**src/rtl/dcr_pkg.sv**
```systemverilog
package dcr_pkg;
   localparam int unsigned CAP_ID_ADR    = 0;
   localparam int unsigned CAP_TYPE_ADR  = 1;
   localparam int unsigned CPL_BASE_ADR  = 16;
   localparam int unsigned CH_BASE_ADR   = 64;
   localparam int unsigned CH_STRIDE     = 4;
   localparam int unsigned CH_OFS_ADDR   = 0;
   localparam int unsigned CH_OFS_SIZE   = 1;
   localparam int unsigned CH_OFS_CTRL   = 2;
   localparam int unsigned CTRL_EN       = 0;
   localparam int unsigned CTRL_OVF      = 1;
   localparam int unsigned CPL_W         = 8;
   localparam int unsigned CPL_PER_WORD  = 4;
   localparam int unsigned MAX_CH        = 16;
   localparam int unsigned REG_SPACE_END = CH_BASE_ADR + CH_STRIDE * MAX_CH;

   function automatic logic [31:0] pack_ctrl(input logic en, input logic ovf,
                                             input logic stg, input logic [7:0] lvl);
      return {16'h0000, lvl, 5'b00000, stg, ovf, en};
   endfunction
endpackage

```
**src/rtl/dcr_cmd_fifo.sv**
```systemverilog
module dcr_cmd_fifo #(
   parameter int unsigned WIDTH = 64,
   parameter int unsigned DEPTH = 4,
   localparam int unsigned CNT_W = $clog2(DEPTH + 1)
) (
   input  logic             clk,
   input  logic             rst_n,
   input  logic             push,
   input  logic             pop,
   input  logic [WIDTH-1:0] din,
   output logic [WIDTH-1:0] dout,
   output logic             empty,
   output logic             full,
   output logic [CNT_W-1:0] level
);
   generate
      if (DEPTH == 0) begin : g_bad_depth
         $error("dcr_cmd_fifo: DEPTH must be at least 1");
      end else if (DEPTH == 1) begin : g_single
         logic [WIDTH-1:0] hold_q;
         logic             hold_v;
         always_ff @(posedge clk) begin
            if (!rst_n) begin
               hold_v <= 1'b0;
            end else begin
               hold_v <= (hold_v && !pop) || (push && !hold_v);
            end
         end
         always_ff @(posedge clk) begin
            if (push && !hold_v) hold_q <= din;
         end
         assign dout  = hold_q;
         assign empty = !hold_v;
         assign full  = hold_v;
         assign level = CNT_W'(hold_v);
      end else begin : g_ring
         localparam int unsigned PTR_W = $clog2(DEPTH);
         if ((DEPTH & (DEPTH - 1)) != 0) begin : g_bad_pow2
            $error("dcr_cmd_fifo: DEPTH must be a power of two");
         end
         logic [WIDTH-1:0] mem [DEPTH];
         logic [PTR_W-1:0] wp_q, rp_q;
         logic [CNT_W-1:0] cnt_q;
         logic             do_push, do_pop;

         assign do_push = push && (cnt_q != CNT_W'(DEPTH));
         assign do_pop  = pop && (cnt_q != '0);

         always_ff @(posedge clk) begin
            if (!rst_n) begin
               wp_q  <= '0;
               rp_q  <= '0;
               cnt_q <= '0;
            end else begin
               if (do_push) wp_q <= wp_q + 1'b1;
               if (do_pop)  rp_q <= rp_q + 1'b1;
               case ({do_push, do_pop})
                  2'b10:   cnt_q <= cnt_q + 1'b1;
                  2'b01:   cnt_q <= cnt_q - 1'b1;
                  default: cnt_q <= cnt_q;
               endcase
            end
         end
         always_ff @(posedge clk) begin
            if (do_push) mem[wp_q] <= din;
         end
         assign dout  = mem[rp_q];
         assign empty = (cnt_q == '0);
         assign full  = (cnt_q == CNT_W'(DEPTH));
         assign level = cnt_q;
      end
   endgenerate
endmodule

```
**src/rtl/dcr_chan_group.sv**
```systemverilog
module dcr_chan_group
   import dcr_pkg::*;
#(
   parameter int unsigned DATA_W = 32,
   parameter int unsigned QDEPTH = 4
) (
   input  logic              clk,
   input  logic              rst_n,
   input  logic              wr_addr,
   input  logic              wr_size,
   input  logic              wr_ctrl,
   input  logic [DATA_W-1:0] wdata,
   input  logic              cmd_pop,
   input  logic              cmd_done,
   output logic              cmd_valid,
   output logic [DATA_W-1:0] cmd_addr,
   output logic [DATA_W-1:0] cmd_size,
   output logic [DATA_W-1:0] stg_addr_o,
   output logic [31:0]       ctrl_o,
   output logic              en_o,
   output logic              ovf_o,
   output logic [CPL_W-1:0]  cpl_o
);
   localparam int unsigned ENT_W = 2 * DATA_W;
   localparam int unsigned LVL_W = $clog2(QDEPTH + 1);

   logic [DATA_W-1:0] stg_addr_q;
   logic              stg_v_q;
   logic              en_q;
   logic              ovf_q;
   logic [CPL_W-1:0]  cpl_q;

   logic              q_empty, q_full, q_push, q_pop, q_drop;
   logic [ENT_W-1:0]  q_head;
   logic [LVL_W-1:0]  q_level;

   assign q_push = wr_size && stg_v_q && !q_full;
   assign q_drop = wr_size && stg_v_q && q_full;
   assign q_pop  = cmd_pop && cmd_valid;

   always_ff @(posedge clk) begin
      if (!rst_n) begin
         stg_addr_q <= '0;
         stg_v_q    <= 1'b0;
         en_q       <= 1'b0;
         ovf_q      <= 1'b0;
         cpl_q      <= '0;
      end else begin
         if (wr_addr) begin
            stg_addr_q <= wdata;
            stg_v_q    <= 1'b1;
         end else if (wr_size) begin
            stg_v_q    <= 1'b0;
         end
         if (wr_ctrl) en_q <= wdata[CTRL_EN];
         if (q_drop) begin
            ovf_q <= 1'b1;
         end else if (wr_ctrl && wdata[CTRL_OVF]) begin
            ovf_q <= 1'b0;
         end
         if (cmd_done) cpl_q <= cpl_q + 1'b1;
      end
   end

   dcr_cmd_fifo #(
      .WIDTH (ENT_W),
      .DEPTH (QDEPTH)
   ) u_queue (
      .clk   (clk),
      .rst_n (rst_n),
      .push  (q_push),
      .pop   (q_pop),
      .din   ({stg_addr_q, wdata}),
      .dout  (q_head),
      .empty (q_empty),
      .full  (q_full),
      .level (q_level)
   );

   assign cmd_valid  = en_q && !q_empty;
   assign cmd_addr   = q_head[ENT_W-1:DATA_W];
   assign cmd_size   = q_head[DATA_W-1:0];
   assign stg_addr_o = stg_addr_q;
   assign ctrl_o     = pack_ctrl(en_q, ovf_q, stg_v_q, 8'(q_level));
   assign en_o       = en_q;
   assign ovf_o      = ovf_q;
   assign cpl_o      = cpl_q;
endmodule

```
**src/rtl/dma_chan_regfile.sv**
```systemverilog
module dma_chan_regfile
   import dcr_pkg::*;
#(
   parameter int unsigned NUM_CH     = 6,
   parameter int unsigned QDEPTH     = 4,
   parameter int unsigned ADDR_W     = 12,
   parameter int unsigned DATA_W     = 32,
   parameter logic [31:0] CH_KINDS   = 32'h0000_0C6D,
   parameter int unsigned USER_BASE  = 'h800,
   parameter int unsigned USER_WORDS = 'h100,
   localparam int unsigned USER_AW   = $clog2(USER_WORDS)
) (
   input  logic                     clk,
   input  logic                     rst_n,
   input  logic                     req_valid,
   input  logic                     req_write,
   input  logic [ADDR_W-1:0]        req_addr,
   input  logic [DATA_W-1:0]        req_wdata,
   output logic                     rsp_valid,
   output logic [DATA_W-1:0]        rsp_rdata,
   output logic                     usr_wr_en,
   output logic                     usr_rd_en,
   output logic [USER_AW-1:0]       usr_addr,
   output logic [DATA_W-1:0]        usr_wdata,
   input  logic [DATA_W-1:0]        usr_rdata,
   output logic [NUM_CH-1:0]        cmd_valid,
   output logic [NUM_CH*DATA_W-1:0] cmd_addr,
   output logic [NUM_CH*DATA_W-1:0] cmd_size,
   input  logic [NUM_CH-1:0]        cmd_pop,
   input  logic [NUM_CH-1:0]        cmd_done
);
   localparam int unsigned NCW = (NUM_CH + CPL_PER_WORD - 1) / CPL_PER_WORD;
   localparam logic [31:0] KIND_MASK = (NUM_CH >= MAX_CH) ? 32'hFFFF_FFFF
                                       : ((32'd1 << (2 * NUM_CH)) - 32'd1);
   localparam logic [31:0] CAP_ID_WORD   = (32'(QDEPTH) << 8) | 32'(NUM_CH);
   localparam logic [31:0] CAP_KIND_WORD = CH_KINDS & KIND_MASK;

   generate
      if (NUM_CH < 1 || NUM_CH > MAX_CH) begin : g_chk_ch
         $error("dma_chan_regfile: NUM_CH out of range");
      end
      if (DATA_W != 32) begin : g_chk_dw
         $error("dma_chan_regfile: register words are 32 bits");
      end
      if (QDEPTH < 1 || QDEPTH > 255) begin : g_chk_qd
         $error("dma_chan_regfile: QDEPTH must fit the 8-bit level field");
      end
      if (ADDR_W > 32 || (64'd1 << ADDR_W) < 64'(USER_BASE + USER_WORDS)) begin : g_chk_aw
         $error("dma_chan_regfile: user window exceeds address space");
      end
      if (USER_BASE < REG_SPACE_END) begin : g_chk_ub
         $error("dma_chan_regfile: user window overlaps internal registers");
      end
      if (USER_WORDS < 2 || (USER_WORDS & (USER_WORDS - 1)) != 0
          || (USER_BASE % USER_WORDS) != 0) begin : g_chk_uw
         $error("dma_chan_regfile: user window must be an aligned power of two");
      end
   endgenerate

   logic [31:0]       addr_ext;
   logic              host_rd, host_wr, in_user;
   logic [NUM_CH-1:0] wr_addr_v, wr_size_v, wr_ctrl_v;
   logic [NUM_CH-1:0] ch_en, ch_ovf;
   logic [NUM_CH*CPL_W-1:0] cpl_flat;
   logic [NCW*32-1:0] cpl_pad;
   logic [DATA_W-1:0] stg_addr [NUM_CH];
   logic [31:0]       ctrl_rd  [NUM_CH];
   logic [DATA_W-1:0] rd_c;
   logic              rsp_v_q, rsp_user_q;
   logic [DATA_W-1:0] rsp_d_q;

   assign addr_ext = 32'(req_addr);
   assign host_rd  = req_valid && !req_write;
   assign host_wr  = req_valid && req_write;
   assign in_user  = (addr_ext >= 32'(USER_BASE)) && (addr_ext < 32'(USER_BASE + USER_WORDS));

   always_comb begin
      for (int i = 0; i < NUM_CH; i++) begin
         wr_addr_v[i] = host_wr && (addr_ext == 32'(CH_BASE_ADR + CH_STRIDE * i + CH_OFS_ADDR));
         wr_size_v[i] = host_wr && (addr_ext == 32'(CH_BASE_ADR + CH_STRIDE * i + CH_OFS_SIZE));
         wr_ctrl_v[i] = host_wr && (addr_ext == 32'(CH_BASE_ADR + CH_STRIDE * i + CH_OFS_CTRL));
      end
   end

   generate
      for (genvar g = 0; g < NUM_CH; g++) begin : g_ch
         dcr_chan_group #(
            .DATA_W (DATA_W),
            .QDEPTH (QDEPTH)
         ) u_grp (
            .clk        (clk),
            .rst_n      (rst_n),
            .wr_addr    (wr_addr_v[g]),
            .wr_size    (wr_size_v[g]),
            .wr_ctrl    (wr_ctrl_v[g]),
            .wdata      (req_wdata),
            .cmd_pop    (cmd_pop[g]),
            .cmd_done   (cmd_done[g]),
            .cmd_valid  (cmd_valid[g]),
            .cmd_addr   (cmd_addr[g*DATA_W +: DATA_W]),
            .cmd_size   (cmd_size[g*DATA_W +: DATA_W]),
            .stg_addr_o (stg_addr[g]),
            .ctrl_o     (ctrl_rd[g]),
            .en_o       (ch_en[g]),
            .ovf_o      (ch_ovf[g]),
            .cpl_o      (cpl_flat[g*CPL_W +: CPL_W])
         );
      end
   endgenerate

   always_comb begin
      cpl_pad = '0;
      cpl_pad[NUM_CH*CPL_W-1:0] = cpl_flat;
   end

   always_comb begin
      rd_c = '0;
      if (addr_ext == 32'(CAP_ID_ADR))   rd_c = CAP_ID_WORD;
      if (addr_ext == 32'(CAP_TYPE_ADR)) rd_c = CAP_KIND_WORD;
      for (int k = 0; k < NCW; k++) begin
         if (addr_ext == 32'(CPL_BASE_ADR + k)) rd_c = cpl_pad[k*32 +: 32];
      end
      for (int i = 0; i < NUM_CH; i++) begin
         if (addr_ext == 32'(CH_BASE_ADR + CH_STRIDE * i + CH_OFS_ADDR)) rd_c = stg_addr[i];
         if (addr_ext == 32'(CH_BASE_ADR + CH_STRIDE * i + CH_OFS_CTRL)) rd_c = ctrl_rd[i];
      end
   end

   always_ff @(posedge clk) begin
      if (!rst_n) begin
         rsp_v_q    <= 1'b0;
         rsp_user_q <= 1'b0;
         rsp_d_q    <= '0;
      end else begin
         rsp_v_q    <= host_rd;
         rsp_user_q <= host_rd && in_user;
         rsp_d_q    <= (host_rd && !in_user) ? rd_c : '0;
      end
   end

   assign rsp_valid = rsp_v_q;
   assign rsp_rdata = rsp_user_q ? usr_rdata : rsp_d_q;
   assign usr_wr_en = host_wr && in_user;
   assign usr_rd_en = host_rd && in_user;
   assign usr_addr  = req_addr[USER_AW-1:0];
   assign usr_wdata = req_wdata;
endmodule

```
**config.mk**
```make
export PLATFORM = sky130hd
export DESIGN_NAME = dma_chan_regfile
export DESIGN_NICKNAME = d
export VERILOG_FILES = /design/src/rtl/dcr_pkg.sv /design/src/rtl/dcr_cmd_fifo.sv /design/src/rtl/dcr_chan_group.sv /design/src/rtl/dma_chan_regfile.sv
export SDC_FILE = /design/constraint.sdc
export NUM_CORES = 2
export LEC_CHECK = 0
export ABC_AREA = 1
export BUFFER_PORTS_ARGS = -buffer_cell sky130_fd_sc_hd__buf_2
export CAP_MARGIN = 20
export CORE_MARGIN = 2
export CORE_UTILIZATION = 45
export DETAILED_ROUTE_END_ITERATION = 7
export PLACE_DENSITY = 0.63
export SLEW_MARGIN = 20
export SYNTH_ARGS = -nofsm -noshare
export SYNTH_HDL_FRONTEND = slang
export SYNTH_HIERARCHICAL = 1
export SYNTH_SLANG_ARGS = --single-unit
export TNS_END_PERCENT = 20
```
**constraint.sdc**
```tcl
create_clock -name clk -period 6.7 [get_ports clk]
set_input_delay 1.005 -clock clk [delete_from_list [all_inputs] [get_ports clk]]
set_output_delay 1.005 -clock clk [all_outputs]
set_load 0.01 [all_outputs]
```
==> flow_summary.yaml <==
timing:
  setup_viol: 0
  max_slew_margin: 0.247
  finClkSkew_ps: 31.8
  worst_slew_pin_slew_ps: 1130
  fin_crit_ps: 4690
  finalMaxSlewViolations: 0
  timing.setup.tns_ps: 0
  rsz0062_at_grt: "no"
  final_hold_viol_count: 0
  period_share: 0.701
  max_freq_mhz: 213
logic_synthesis:
  yosysWarnings: 6
  synth-simple-area-share: 0.116
  synth_commonest_cells: "edfxtp_1, nor2_1, o21ai_0"
  synthesis.area_um2: 76800
  synthFlopType: "edfxtp_1"
  yosys.area_share.adder: 0.00743
  netlist_instances: 6700
  synth_xor_area_frac: 0
  netlist.area_leader.share: 0.600
  synth.area.mux_share: 0.00469
  synth_top_family_by_area: "compound AO/OA/AOI/OAI gates"
  async_flop_share: 0
  synthMostInstantiatedCell: "edfxtp_1"
  seq_area_frac_synth: 0.691
  synthTopCellsByArea: "edfxtp_1, dfxtp_1, nor2_1"
  yosys.area.top_type: "edfxtp_1"
  synth_edf_count: 1536
  syn_avg_cell_area_um2: 11.5
  ys_seq_elements: 1882
  synth_compound_area_frac: 0.117
  ys_types: 40
clock_tree:
  cts_root_buf: "clkbuf_16"
  hold_buffers: 0
  cts_tree: "yes"
  cts_sinks: 1882
  clk_pin_slew_ps: 60
  postCtsSetupBuffers: 0
  insertion_delay_ps: 850
  ctsHtreeMaxLevel: 4
  cts_resized: 0
  clockBufferDepth: 3
  cts_buffers: 191
place:
  routabilityCongestion: 0.880
  placed_area_um2: 80200
  dp_hpwl_um: 150000
  port_buffers: 556
final_layout:
  drive_gt1_frac: 0.156
  nets: 7262
  syn_to_final_growth_pct: 12.3
  nFillCells: 14600
  design_area_um2: 86300
drt:
  wl_um: 237000
  drt-pass1-iter-count: 7
  vias: 53000
  wire_per_inst_um: 24.9
  avgViaCountPerCell: 5.57
  drc: 0
  postRouteAntennaNets: 0
  drtIter0Drc: 6076
min_path:
  hold_end: "g_ch[2].u_grp/cpl_o[0]"
  whs_path_depth: 2
  hold_start: "cmd_done[2]"
  hold_class: "in2reg"
critical_path:
  cp.arrival_ps: 3690
  end_kind: "output port"
  path_max_fanout: 71
  crit_required_ps: 5690
  reg2reg_slack_ps: 3830
  critPathLaunchType: "register"
  crit_type: "reg2out"
  r2r_start: "g_ch[1].u_grp/u_queue/level[1]"
  timing.rr.end: "g_ch[1].u_grp/u_queue/g_ring.mem[2][11]"
  r2r_cells: 7
floorplan:
  die-width_um: 417
  num_io_pins: 557
  row_count: 151
  chipHeight_um: 417
  core_area_um2: 169000
  fp.dieArea_um2: 174000
  start_util: 0.453
pwr:
  p_leak_nw: 34.1
  power_w: 0.0233
  vdd_drop_max_uv: 239
  power_density_nw_per_um2: 270
global_routing:
  grt_pass1_wl_um: 336000
  met3_usage: 0.0349
  grt_util_met1: 0.351
  antenna_found_initial: 23
  grt_max_degree: 146
  use_met2: 0.429
  busiest_layer: "met2"
  overflow: 0
  grt_use_total: 0.265
  grt_pass1_vias: 48200
run:
  drv_cap: 0
status:
  status: "finished, final reports clean"
## worst max-delay path by stage
stage | slack, ps | from | cells after the start | endpoint
after floorplan | 1310 | req_addr[11] | 10 | g_ch[4].u_grp/u_queue/g_ring.mem[0][0]
after global placement | 1310 | req_addr[9] | 12 | g_ch[5].u_grp/stg_addr_o[7]
after detailed placement | 1170 | req_addr[11] | 12 | g_ch[5].u_grp/stg_addr_o[29]
after CTS | 1950 | register | 5 | cmd_addr[25]
after global routing | 1720 | register | 5 | cmd_addr[26]
final | 2010 | register | 5 | cmd_addr[25]
## power by group
part / internal [W] / switching [W]
combinational: 0.0000690 / 0.000330
sequential: 0.0125 / 0.00000954
clock: 0.00584 / 0.00451
total: 0.0185 / 0.00485
## area by class of cell
class	count	area, µm²	share of cell area
repair buffers	673	3730	0.0432
clock inverters	98	847	0.00982
multi-input cells	4109	19600	0.227
clock buffers	257	5190	0.0601
well taps	2218	2780	0.0322
flip-flops and latches	1882	53100	0.615
inverters	271	1030	0.0119
diodes	10	25.0	0.000290
## flip-flops by register name, summed over array words and instances (netlist names), named ones only
| name | flops |
|---|---|
| g_ch.u_grp/u_queue/g_ring.mem | 1536 |
| g_ch.u_grp/u_queue/g_ring.wp_q | 12 |
| g_ch.u_grp/en_o | 6 |
| rsp_user_q | 1 |
| g_ch.u_grp/stg_addr_o | 192 |
| g_ch.u_grp/u_queue/g_ring.rp_q | 12 |
| g_ch.u_grp/stg_v_q | 6 |
| g_ch.u_grp/u_queue/level | 18 |
| rsp_d_q | 32 |
| g_ch.u_grp/ovf_o | 6 |
| g_ch.u_grp/cpl_o | 48 |
| rsp_valid | 1 |
## routing by layer
layer | up-vias | share of wire
met2 | 2164 | 0.48
met5 | - | 0
met1 | 26100 | 0.40
li1 | 24200 | -
met3 | 462 | 0.068
met4 | 0 | 0.056
## critical path, cell delays in order, from the launching register on
cell and delay (ps):
dfxtp_4 690, clkinv_2 850, buf_4 660, o21ai_0 280, o22ai_1 130, buf_2 160
## per-stage QoR
stage	setup WS (ps)	hold slack (ps)	std cells	utilization
6_report	2010	431	9518	0.509
4_1_cts	1950	373	9507	0.509
3_5_place_dp	1170	472	9152	0.473
2_1_floorplan	1310	448	6850	-
3_3_place_gp	1310	473	9152	0.473
5_1_grt	1720	413	9510	0.509
## cell families after synthesis
group,Yosys count
AO/OA/AOI/OAI,1688
adder cells (fa/ha/maj),42
flip-flops,1882
buffers and inverters,859
AND/OR/NAND/NOR,2191
multiplexers,32
other,6
## cells in the final DEF (no fill, tap or decap), drive strengths merged, types with 9 or more instances in the layout
master,netlist,final
conb,6,156
buf,402,671
ha,36,36
bufinv,0,10
nor2,1399,1399
nand2,545,545
o22ai,384,384
mux2,32,32
dfxtp,346,346
clkbuf,186,259
or2,53,53
inv,265,278
clkinv,6,74
a21oi,215,215
o211ai,9,9
nor3,12,12
edfxtp,1536,1536
diode,0,10
o21ai,1076,1076
nand3,134,134
nand4,31,31
(Power assumes the default switching activity.)
